`config.mk`:
```
export PLATFORM = sky130hd
export DESIGN_NAME = gpio_edge_irq
export DESIGN_NICKNAME = d
export VERILOG_FILES = /design/src/rtl/gpio_irq_pkg.sv /design/src/rtl/gpio_sync.sv /design/src/rtl/gpio_edge_port.sv /design/src/rtl/gpio_edge_irq.sv
export SDC_FILE = /design/constraint.sdc
export NUM_CORES = 1
export LEC_CHECK = 0
export BUFFER_PORTS_ARGS = -buffer_cell sky130_fd_sc_hd__buf_2
export CAP_MARGIN = 20
export CORE_MARGIN = 3
export CORE_UTILIZATION = 58
export CTS_BUF_LIST = sky130_fd_sc_hd__clkbuf_16
export DETAILED_ROUTE_END_ITERATION = 8
export PLACE_DENSITY = 0.79
export SYNTH_ARGS = -nofsm -noshare
export SYNTH_HDL_FRONTEND = slang
export SYNTH_SLANG_ARGS = --single-unit
```
`constraint.sdc`:
```
create_clock -name clk -period 2 [get_ports clk]
set_input_delay 0.3 -clock clk [delete_from_list [all_inputs] [get_ports clk]]
set_output_delay 0.3 -clock clk [all_outputs]
set_load 0.02 [all_outputs]
```
`src/rtl/gpio_irq_pkg.sv`:
```
`timescale 1ns/1ps
// Package: shared register selector encoding for the pin edge interrupt block.
package gpio_irq_pkg;
    typedef enum logic [1:0] {
        REG_LEVEL = 2'd0,
        REG_POL   = 2'd1,
        REG_EN    = 2'd2,
        REG_FLAG  = 2'd3
    } reg_sel_e;
endpackage

```
`src/rtl/gpio_sync.sv`:
```
`timescale 1ns/1ps
// gpio_sync: multi-stage flop chain that brings asynchronous pin levels
// into the clk domain. Assumes STAGES >= 1. All stages clear to 0 on reset.
module gpio_sync #(
    parameter int W      = 8,
    parameter int STAGES = 2
) (
    input  logic         clk,
    input  logic         rst_n,
    input  logic [W-1:0] d_i,
    output logic [W-1:0] q_o
);
    logic [W-1:0] chain_q [STAGES];

    // Shift the pin levels one stage per clock.
    always_ff @(posedge clk) begin
        if (!rst_n) begin
            for (int s = 0; s < STAGES; s++) chain_q[s] <= '0;
        end else begin
            chain_q[0] <= d_i;
            for (int s = 1; s < STAGES; s++) chain_q[s] <= chain_q[s-1];
        end
    end

    assign q_o = chain_q[STAGES-1];
endmodule

```
`src/rtl/gpio_edge_port.sv`:
```
`timescale 1ns/1ps
// gpio_edge_port: per-port polarity, enable and flag registers plus the edge
// detector and the registered request. The detector looks for a rise of
// (level XOR polarity), which covers both pin edges and polarity rewrites.
// Assumes lvl_i is already synchronous to clk.
module gpio_edge_port #(
    parameter int W = 8
) (
    input  logic         clk,
    input  logic         rst_n,
    input  logic [W-1:0] lvl_i,
    input  logic         pol_we_i,
    input  logic         en_we_i,
    input  logic         flag_we_i,
    input  logic [W-1:0] wdata_i,
    output logic [W-1:0] pol_o,
    output logic [W-1:0] en_o,
    output logic [W-1:0] flag_o,
    output logic         irq_o
);
    logic [W-1:0] pol_q, en_q, flag_q, det_q;
    logic [W-1:0] det, hit;
    logic         irq_q;

    assign det = lvl_i ^ pol_q;
    assign hit = det & ~det_q;

    // Software-owned polarity and enable registers.
    always_ff @(posedge clk) begin
        if (!rst_n) begin
            pol_q <= '0;
            en_q  <= '0;
        end else begin
            if (pol_we_i) pol_q <= wdata_i;
            if (en_we_i)  en_q  <= wdata_i;
        end
    end

    // Detector history and sticky flags; a detected hit overrides a clear.
    always_ff @(posedge clk) begin
        if (!rst_n) begin
            det_q  <= '0;
            flag_q <= '0;
        end else begin
            det_q  <= det;
            flag_q <= (flag_we_i ? wdata_i : flag_q) | hit;
        end
    end

    // Registered port request from enabled flags.
    always_ff @(posedge clk) begin
        if (!rst_n) irq_q <= 1'b0;
        else        irq_q <= |(flag_q & en_q);
    end

    assign pol_o  = pol_q;
    assign en_o   = en_q;
    assign flag_o = flag_q;
    assign irq_o  = irq_q;
endmodule

```
`src/rtl/gpio_edge_irq.sv`:
```
`timescale 1ns/1ps
// gpio_edge_irq: top of the pin edge interrupt front end. Instantiates one
// synchronizer and one edge/flag unit per port and decodes the register bus.
// Assumes NPORTS >= 2 so that the port field of the address is non-empty.
module gpio_edge_irq
    import gpio_irq_pkg::*;
#(
    parameter int NPORTS      = 2,
    parameter int WIDTH       = 8,
    parameter int SYNC_STAGES = 2,
    localparam int PW         = $clog2(NPORTS),
    localparam int ADDR_W     = PW + 2
) (
    input  logic                    clk,
    input  logic                    rst_n,
    input  logic [NPORTS*WIDTH-1:0] pins_i,
    input  logic                    bus_we,
    input  logic [ADDR_W-1:0]       bus_addr,
    input  logic [WIDTH-1:0]        bus_wdata,
    output logic [WIDTH-1:0]        bus_rdata,
    output logic [NPORTS-1:0]       irq_o
);
    reg_sel_e        rsel;
    logic [PW-1:0]   port_idx;
    logic [WIDTH-1:0] lvl_a  [NPORTS];
    logic [WIDTH-1:0] pol_a  [NPORTS];
    logic [WIDTH-1:0] en_a   [NPORTS];
    logic [WIDTH-1:0] flag_a [NPORTS];

    // Flattened views of the per-port state, for the bound checker.
    logic [NPORTS*WIDTH-1:0] lvl_w, pol_w, en_w, flag_w;

    assign rsel     = reg_sel_e'(bus_addr[1:0]);
    assign port_idx = bus_addr[ADDR_W-1:2];

    for (genvar p = 0; p < NPORTS; p++) begin : g_port
        logic hit_port;
        assign hit_port = bus_we && (port_idx == PW'(p));

        gpio_sync #(.W(WIDTH), .STAGES(SYNC_STAGES)) sync_i (
            .clk (clk),
            .rst_n (rst_n),
            .d_i (pins_i[p*WIDTH +: WIDTH]),
            .q_o (lvl_a[p])
        );

        gpio_edge_port #(.W(WIDTH)) edge_i (
            .clk       (clk),
            .rst_n     (rst_n),
            .lvl_i     (lvl_a[p]),
            .pol_we_i  (hit_port && rsel == REG_POL),
            .en_we_i   (hit_port && rsel == REG_EN),
            .flag_we_i (hit_port && rsel == REG_FLAG),
            .wdata_i   (bus_wdata),
            .pol_o     (pol_a[p]),
            .en_o      (en_a[p]),
            .flag_o    (flag_a[p]),
            .irq_o     (irq_o[p])
        );

        assign lvl_w [p*WIDTH +: WIDTH] = lvl_a[p];
        assign pol_w [p*WIDTH +: WIDTH] = pol_a[p];
        assign en_w  [p*WIDTH +: WIDTH] = en_a[p];
        assign flag_w[p*WIDTH +: WIDTH] = flag_a[p];
    end

    // Read multiplexer: selected register of the addressed port.
    always_comb begin
        bus_rdata = '0;
        if (int'(port_idx) < NPORTS) begin
            case (rsel)
                REG_LEVEL: bus_rdata = lvl_a[port_idx];
                REG_POL:   bus_rdata = pol_a[port_idx];
                REG_EN:    bus_rdata = en_a[port_idx];
                REG_FLAG:  bus_rdata = flag_a[port_idx];
                default:   bus_rdata = '0;
            endcase
        end
    end
endmodule

```
* Yosys cells after proc, flatten, opt, wreduce, memory -nomap -nowiden
Memory sizes are Yosys's and may differ from the RTL's.
Cells that the tools add are included.
** Storage, ports and cells
- Latch bits :: 0
- Output and inout bits :: 10
- Memory bits (read-only) :: 0
- Flip-flop bits (word level) :: 66
- Memories :: 2
- RAM bits :: 32
- Word-level logic and storage cells :: 64
- Input bits :: 30
** Operators by class
- Shift operators :: 0
- $add $sub $neg :: 0
- Div/mod/pow operators :: 0
- $lt $le $gt $ge :: 1
- Reduce and logical (&&, ||, !) cells :: 11
- Bitwise gates (word level) :: 16
- Multiply operators :: 0
- Equal/unequal tests :: 3
- Mux-type cells :: 21
** Memory list
- g_port[0].sync_i.chain_q :: depth 2, width 8, read ports 2, clocked after memory_dff 0, wr ports 2, line gpio_sync.sv:13 : logic [W-1:0] chain_q [STAGES];
- g_port[1].sync_i.chain_q :: depth 2, width 8, read ports 2, clocked after memory_dff 0, wr ports 2, line gpio_sync.sv:13
** Operator list (number)
- 2-to-1 mux 8 bit :: 18
- AND 8 bit :: 4
- case mux 8 bit (4 select lines) :: 1
- NOT 8 bit :: 2
- OR 8 bit :: 2
- OR reduction 8 bit :: 2
- XOR 8 bit :: 2
- logical AND 1 bit :: 8
- equality test 2 bit, second input constant :: 2
- OR 1 bit :: 4
- equality test 2 x 1 -> 1 bit, second input constant :: 1
- greater-or-equal comparator 2 bit, second input constant :: 1
- logical NOT 2 bit :: 1
- 2-to-1 mux 1 bit :: 2
- NOT 1 -> 2 bit :: 1
- NOT 1 bit :: 1

* Longest topological paths before layout
- Word-level depth :: 5
- Depth in mapped cells :: 6

* Modules after synthesis
From an unflattened synthesis, not the netlist that was laid out.
** Second synthesis, totals
- Cells, all modules :: 353
- Area, all modules :: 4125.2 um^2
** Modules (own cells, without submodules)
- gpio_edge_port :: sequential area each 660.6 um^2, times used 2, cells an instance 117, area an instance 1286.2 um^2
- gpio_sync :: sequential area each 320.3 um^2, times used 2, cells an instance 41, area an instance 506.7 um^2
- gpio_edge_irq :: sequential area each 0.0 um^2, times used 1, cells an instance 37, area an instance 539.3 um^2

* Worst setup path before layout
OpenSTA, ideal clock, no wires.
- Kind :: input to output
- Start point :: input port bus_addr[2]
- End point :: output port bus_rdata[7]
- Path slack :: 347 ps
- Data arrival time :: 1353 ps
- Required time :: 1700 ps
- Cell stages on the path :: 4
- Buffers on the path :: 2
- Path through :: buf_6 -> buf_6 -> mux4_2 -> mux2_2
** Between the ends
- Cells in the longest elaborated chain, start to end :: 5
- Elaborated cells on any way between the ends :: 14
- Classes of those cells :: 13 x mux; 1 x bitwise
** Ends and longest elaborated chain
- from (decl) :: line gpio_edge_irq.sv:18 : input logic [ADDR_W-1:0] bus_addr,
- NOT 1 -> 2 bit (not written as such) *
- 2-to-1 mux 8 bit, on equally long branches (3 in series)
- case mux 8 bit (4 select lines) * :: line gpio_edge_irq.sv:71 : case (rsel)
- to (decl) :: line gpio_edge_irq.sv:20 : output logic [WIDTH-1:0] bus_rdata,
Mark *: on every way between the ends. The rest lies on a longest branch, timed or not. The select of a mux whose other input is x is not followed.

* Final worst setup path
- Start point :: register g_port[1].edge_i.flag_q[5]
- End point :: output port bus_rdata[5]
** Between the ends
- Cells in the longest elaborated chain, start to end :: 4
** Ends and longest elaborated chain
- from (decl) :: line gpio_edge_port.sv:21 : logic [W-1:0] pol_q, en_q, flag_q, det_q;
- from (signal assigned) :: line gpio_edge_port.sv:46 : flag_q <= (flag_we_i ? wdata_i : flag_q) | hit;
- 2-to-1 mux 8 bit (not written as such) (3 in series) :: line gpio_edge_irq.sv:75 : REG_FLAG: bus_rdata = flag_a[port_idx];
- case mux 8 bit (4 select lines) :: line gpio_edge_irq.sv:71
Every way passes these cells. The select of a mux whose other input is x is not followed.

==> flow_summary_export.csv <==
group,metric,value,unit
sta,fmax,528,MHz
route,wl_per_cell,16.7,um
cts,insertion_delay,0.34,ns
setup_path,start_kind,"register",
route,wl,8110,um
sta,maxSlewViolCount,0,
pwr,peakVddDrop,0.528,mV
cts,cts_tree,"done",
setup_path,critical_path_class,"register to output pin",
global_route,antenna_found_initial,0,
synthesis,synth_top_area_share,0.507,
sta,hold_violations,0,
global_route,grt_pass1_wl,13100,um
pwr,p_total,4.09,mW
route,drcViolationCount,0,
sta,max_slew.worst_pin.slew,0.632,ns
global_route,grtUsageTotal,0.227,
flow_run,maxCapViolations,0,
synthesis,synthArstFlopShare,0,
synthesis,synth_area_leaders,"dfxtp_1 (51%), mux4_2 (9.3%), nand2_1 (5.4%)",
synthesis,ys_warn_count,0,
die,die_h,87.7,um
synthesis,syn_area,3870,um^2
placed_design,gp_congestion,0.793,
sta,setup_viol,0,
global_route,grt_pass1_vias,2626,
synthesis,synth_common_cells,"dfxtp_1 (98), nand2_1 (56), and2_1 (32)",
route,drtPass1Iterations,4,
cells_and_area,drive_gt1_frac,0.225,
synthesis,yosysSeqAreaShare,0.507,
die,fp.dieW,87.7,um
cells_and_area,n_antenna_cell,0,
cells_and_area,syn_to_final_growth,14.1,%
placed_design,dp_hpwl,5490,um
cts,post_cts_buffers,0,
route,drtIter0Drc,216,
sta,finalCritPeriodShare,0.948,
synthesis,syn_area_per_cell,10.5,um^2
min_path,holdCritPathClass,"primary input to register",
sta,finClkSkew,0.00604,ns
cts,cts_buffer_depth,2,
pwr,p_leak,1.91,nW
cts,clk_pin_slew_worst_paths,0.06,ns
synthesis,synth_cell_type_count,25,
route,drt-vias-per-instance,5.63,
sta,rsz0062_at_grt,"false",
route,antenna_left,0,
cts,cts_root_buf,"clkbuf_16",
synthesis,ys_seq_elements,98,
sta,fin_crit,1.90,ns
die,core-area,6420,um^2
sta,tns,0,ns
global_route,gr-total-overflow,0,
global_route,grt_max_degree,35,
route,vias,2738,
synthesis,synth_cells,368,
run_status,status,"complete, no violations",
cells_and_area,nets,434,
synthesis,ys.flop_type,"dfxtp_1",
cts,cts_num_sinks,98,
setup_path,worstPathMaxFanout,3,
cts,h-tree-depth,3,
placed_design,port_buffers,39,
synthesis,yosysTopAreaCell,"dfxtp_1",
setup_path,worst_setup_path_end_kind,"output pin",
die,ios,40,
die,num_rows,29,
synthesis,syn_nets,398,
synthesis,synth_most_common_cell,"dfxtp_1",
pwr,powerDensity,926,nW/um^2
die,die_area,7680,um^2
cts,cts_made_buffers,9,
synthesis,synth-edff-count,0,
setup_path,worstPathArrival,1.60,ns
die,start_util,0.602,
sta,slew_headroom,0.578,
cts,postCtsHoldBufs,0,
setup_path,required,1.70,ns
[state kept, by name (all words and copies together) (netlist names)]
signal and cells:
g_port.sync_i.chain_q 32, g_port.edge_i.det_q 16, g_port.edge_i.pol_o 16, g_port.edge_i.flag_o 16
g_port.edge_i.irq_o 2, g_port.edge_i.en_o 16
[layer usage]
layer  global-route usage  vias to the layer above  wire length (um)
li1                     -                     1339                 -
met1                0.307                     1290              3680
met2                0.353                       96              3750
met3               0.0593                       13               546
met4               0.0837                        0               128
met5                    0                        -                 0
[repair_timing]
item	CTS	global route
endpoints found under the setup margin	8	0
gates resized for setup	2	0
hold endpoints to repair	0	0
[power breakdown]
group / internal, mW / leakage, nW / total [mW] / switching (mW)
clock: 0.963 / 0.131 / 1.68 / 0.715
sequential: 2.04 / 0.802 / 2.09 / 0.0550
combinational: 0.150 / 0.976 / 0.315 / 0.165
total: 3.15 / 1.91 / 4.09 / 0.935
[worst max-delay path: stages (launching register included)]
cell and delay, ns:
dfxtp_1 0.34, mux4_2 0.47, mux2_2 0.29, buf_2 0.16
[stage by stage]
stage / area, um^2 / util / instances / hold slack [ns] / setup WS [ns]
3_5_place_dp: 4110 / 0.640 / 470 / 0.419 / -0.0704
3_3_place_gp: 4110 / 0.640 / 470 / 0.415 / -0.0224
5_1_grt: 4410 / 0.687 / 486 / 0.158 / 0.0593
4_1_cts: 4410 / 0.687 / 486 / 0.156 / 0.102
2_1_floorplan: 3870 / - / 368 / 0.412 / 0.347
6_report: 4410 / 0.687 / 486 / 0.161 / 0.105
[final cells by class]
class                   count  area (um^2)
inverters                  17         63.8
repair buffers             52          310
clock inverters             7         71.3
flip-flops and latches     98         1960
clock buffers               9          225
well taps                  77         96.3
fillers                   484         2010
multi-input cells         226         1680
[cell usage in the layout (no fill, tap or decap)]
| cell | n |
|---|---|
| mux2i_1 | 16 |
| clkinvlp_4 | 5 |
| a22oi_1 | 8 |
| xor2_1 | 16 |
| inv_1 | 17 |
| a21oi_1 | 16 |
| nand4b_1 | 2 |
| dfxtp_1 | 98 |
| nand3_1 | 16 |
| buf_12 | 1 |
| and2_1 | 32 |
| nand4_1 | 1 |
| mux4_2 | 16 |
| buf_4 | 14 |
| nor2_1 | 16 |
| nand4b_2 | 1 |
| o221ai_1 | 16 |
| bufinv_16 | 1 |
| clkinv_1 | 1 |
| and4b_1 | 2 |
| and4bb_1 | 2 |
| nand2_1 | 56 |
| clkbuf_16 | 9 |
| a41oi_1 | 2 |
| mux2_2 | 8 |
| buf_2 | 37 |
[final timing paths]
check	cells past startpoint	from	slack [ns]	endpoint
min	2	pins_i[1]	0.16	g_port[0].sync_i.chain_q[0][1]
max	3	g_port[1].edge_i.flag_o[5]	0.10	bus_rdata[5]
max reg2reg	3	g_port[1].sync_i.chain_q[0][10]	1.07	g_port[1].edge_i.flag_o[2]
min reg2reg	1	g_port[0].sync_i.chain_q[0][7]	0.43	g_port[0].sync_i.chain_q[0][15]
[logic make-up after synthesis]
| kind of cell | count (synthesis) | share of synthesized area |
|---|---|---|
| AOI/OAI and AO/OA | 42 | 0.0770 |
| and+or+nand+nor | 128 | 0.164 |
| muxes | 40 | 0.158 |
| xor gates and xnor gates | 16 | 0.0362 |
| DFF | 98 | 0.507 |
| buffers and inverters | 44 | 0.0576 |
Power figures use the tool's default switching activity.
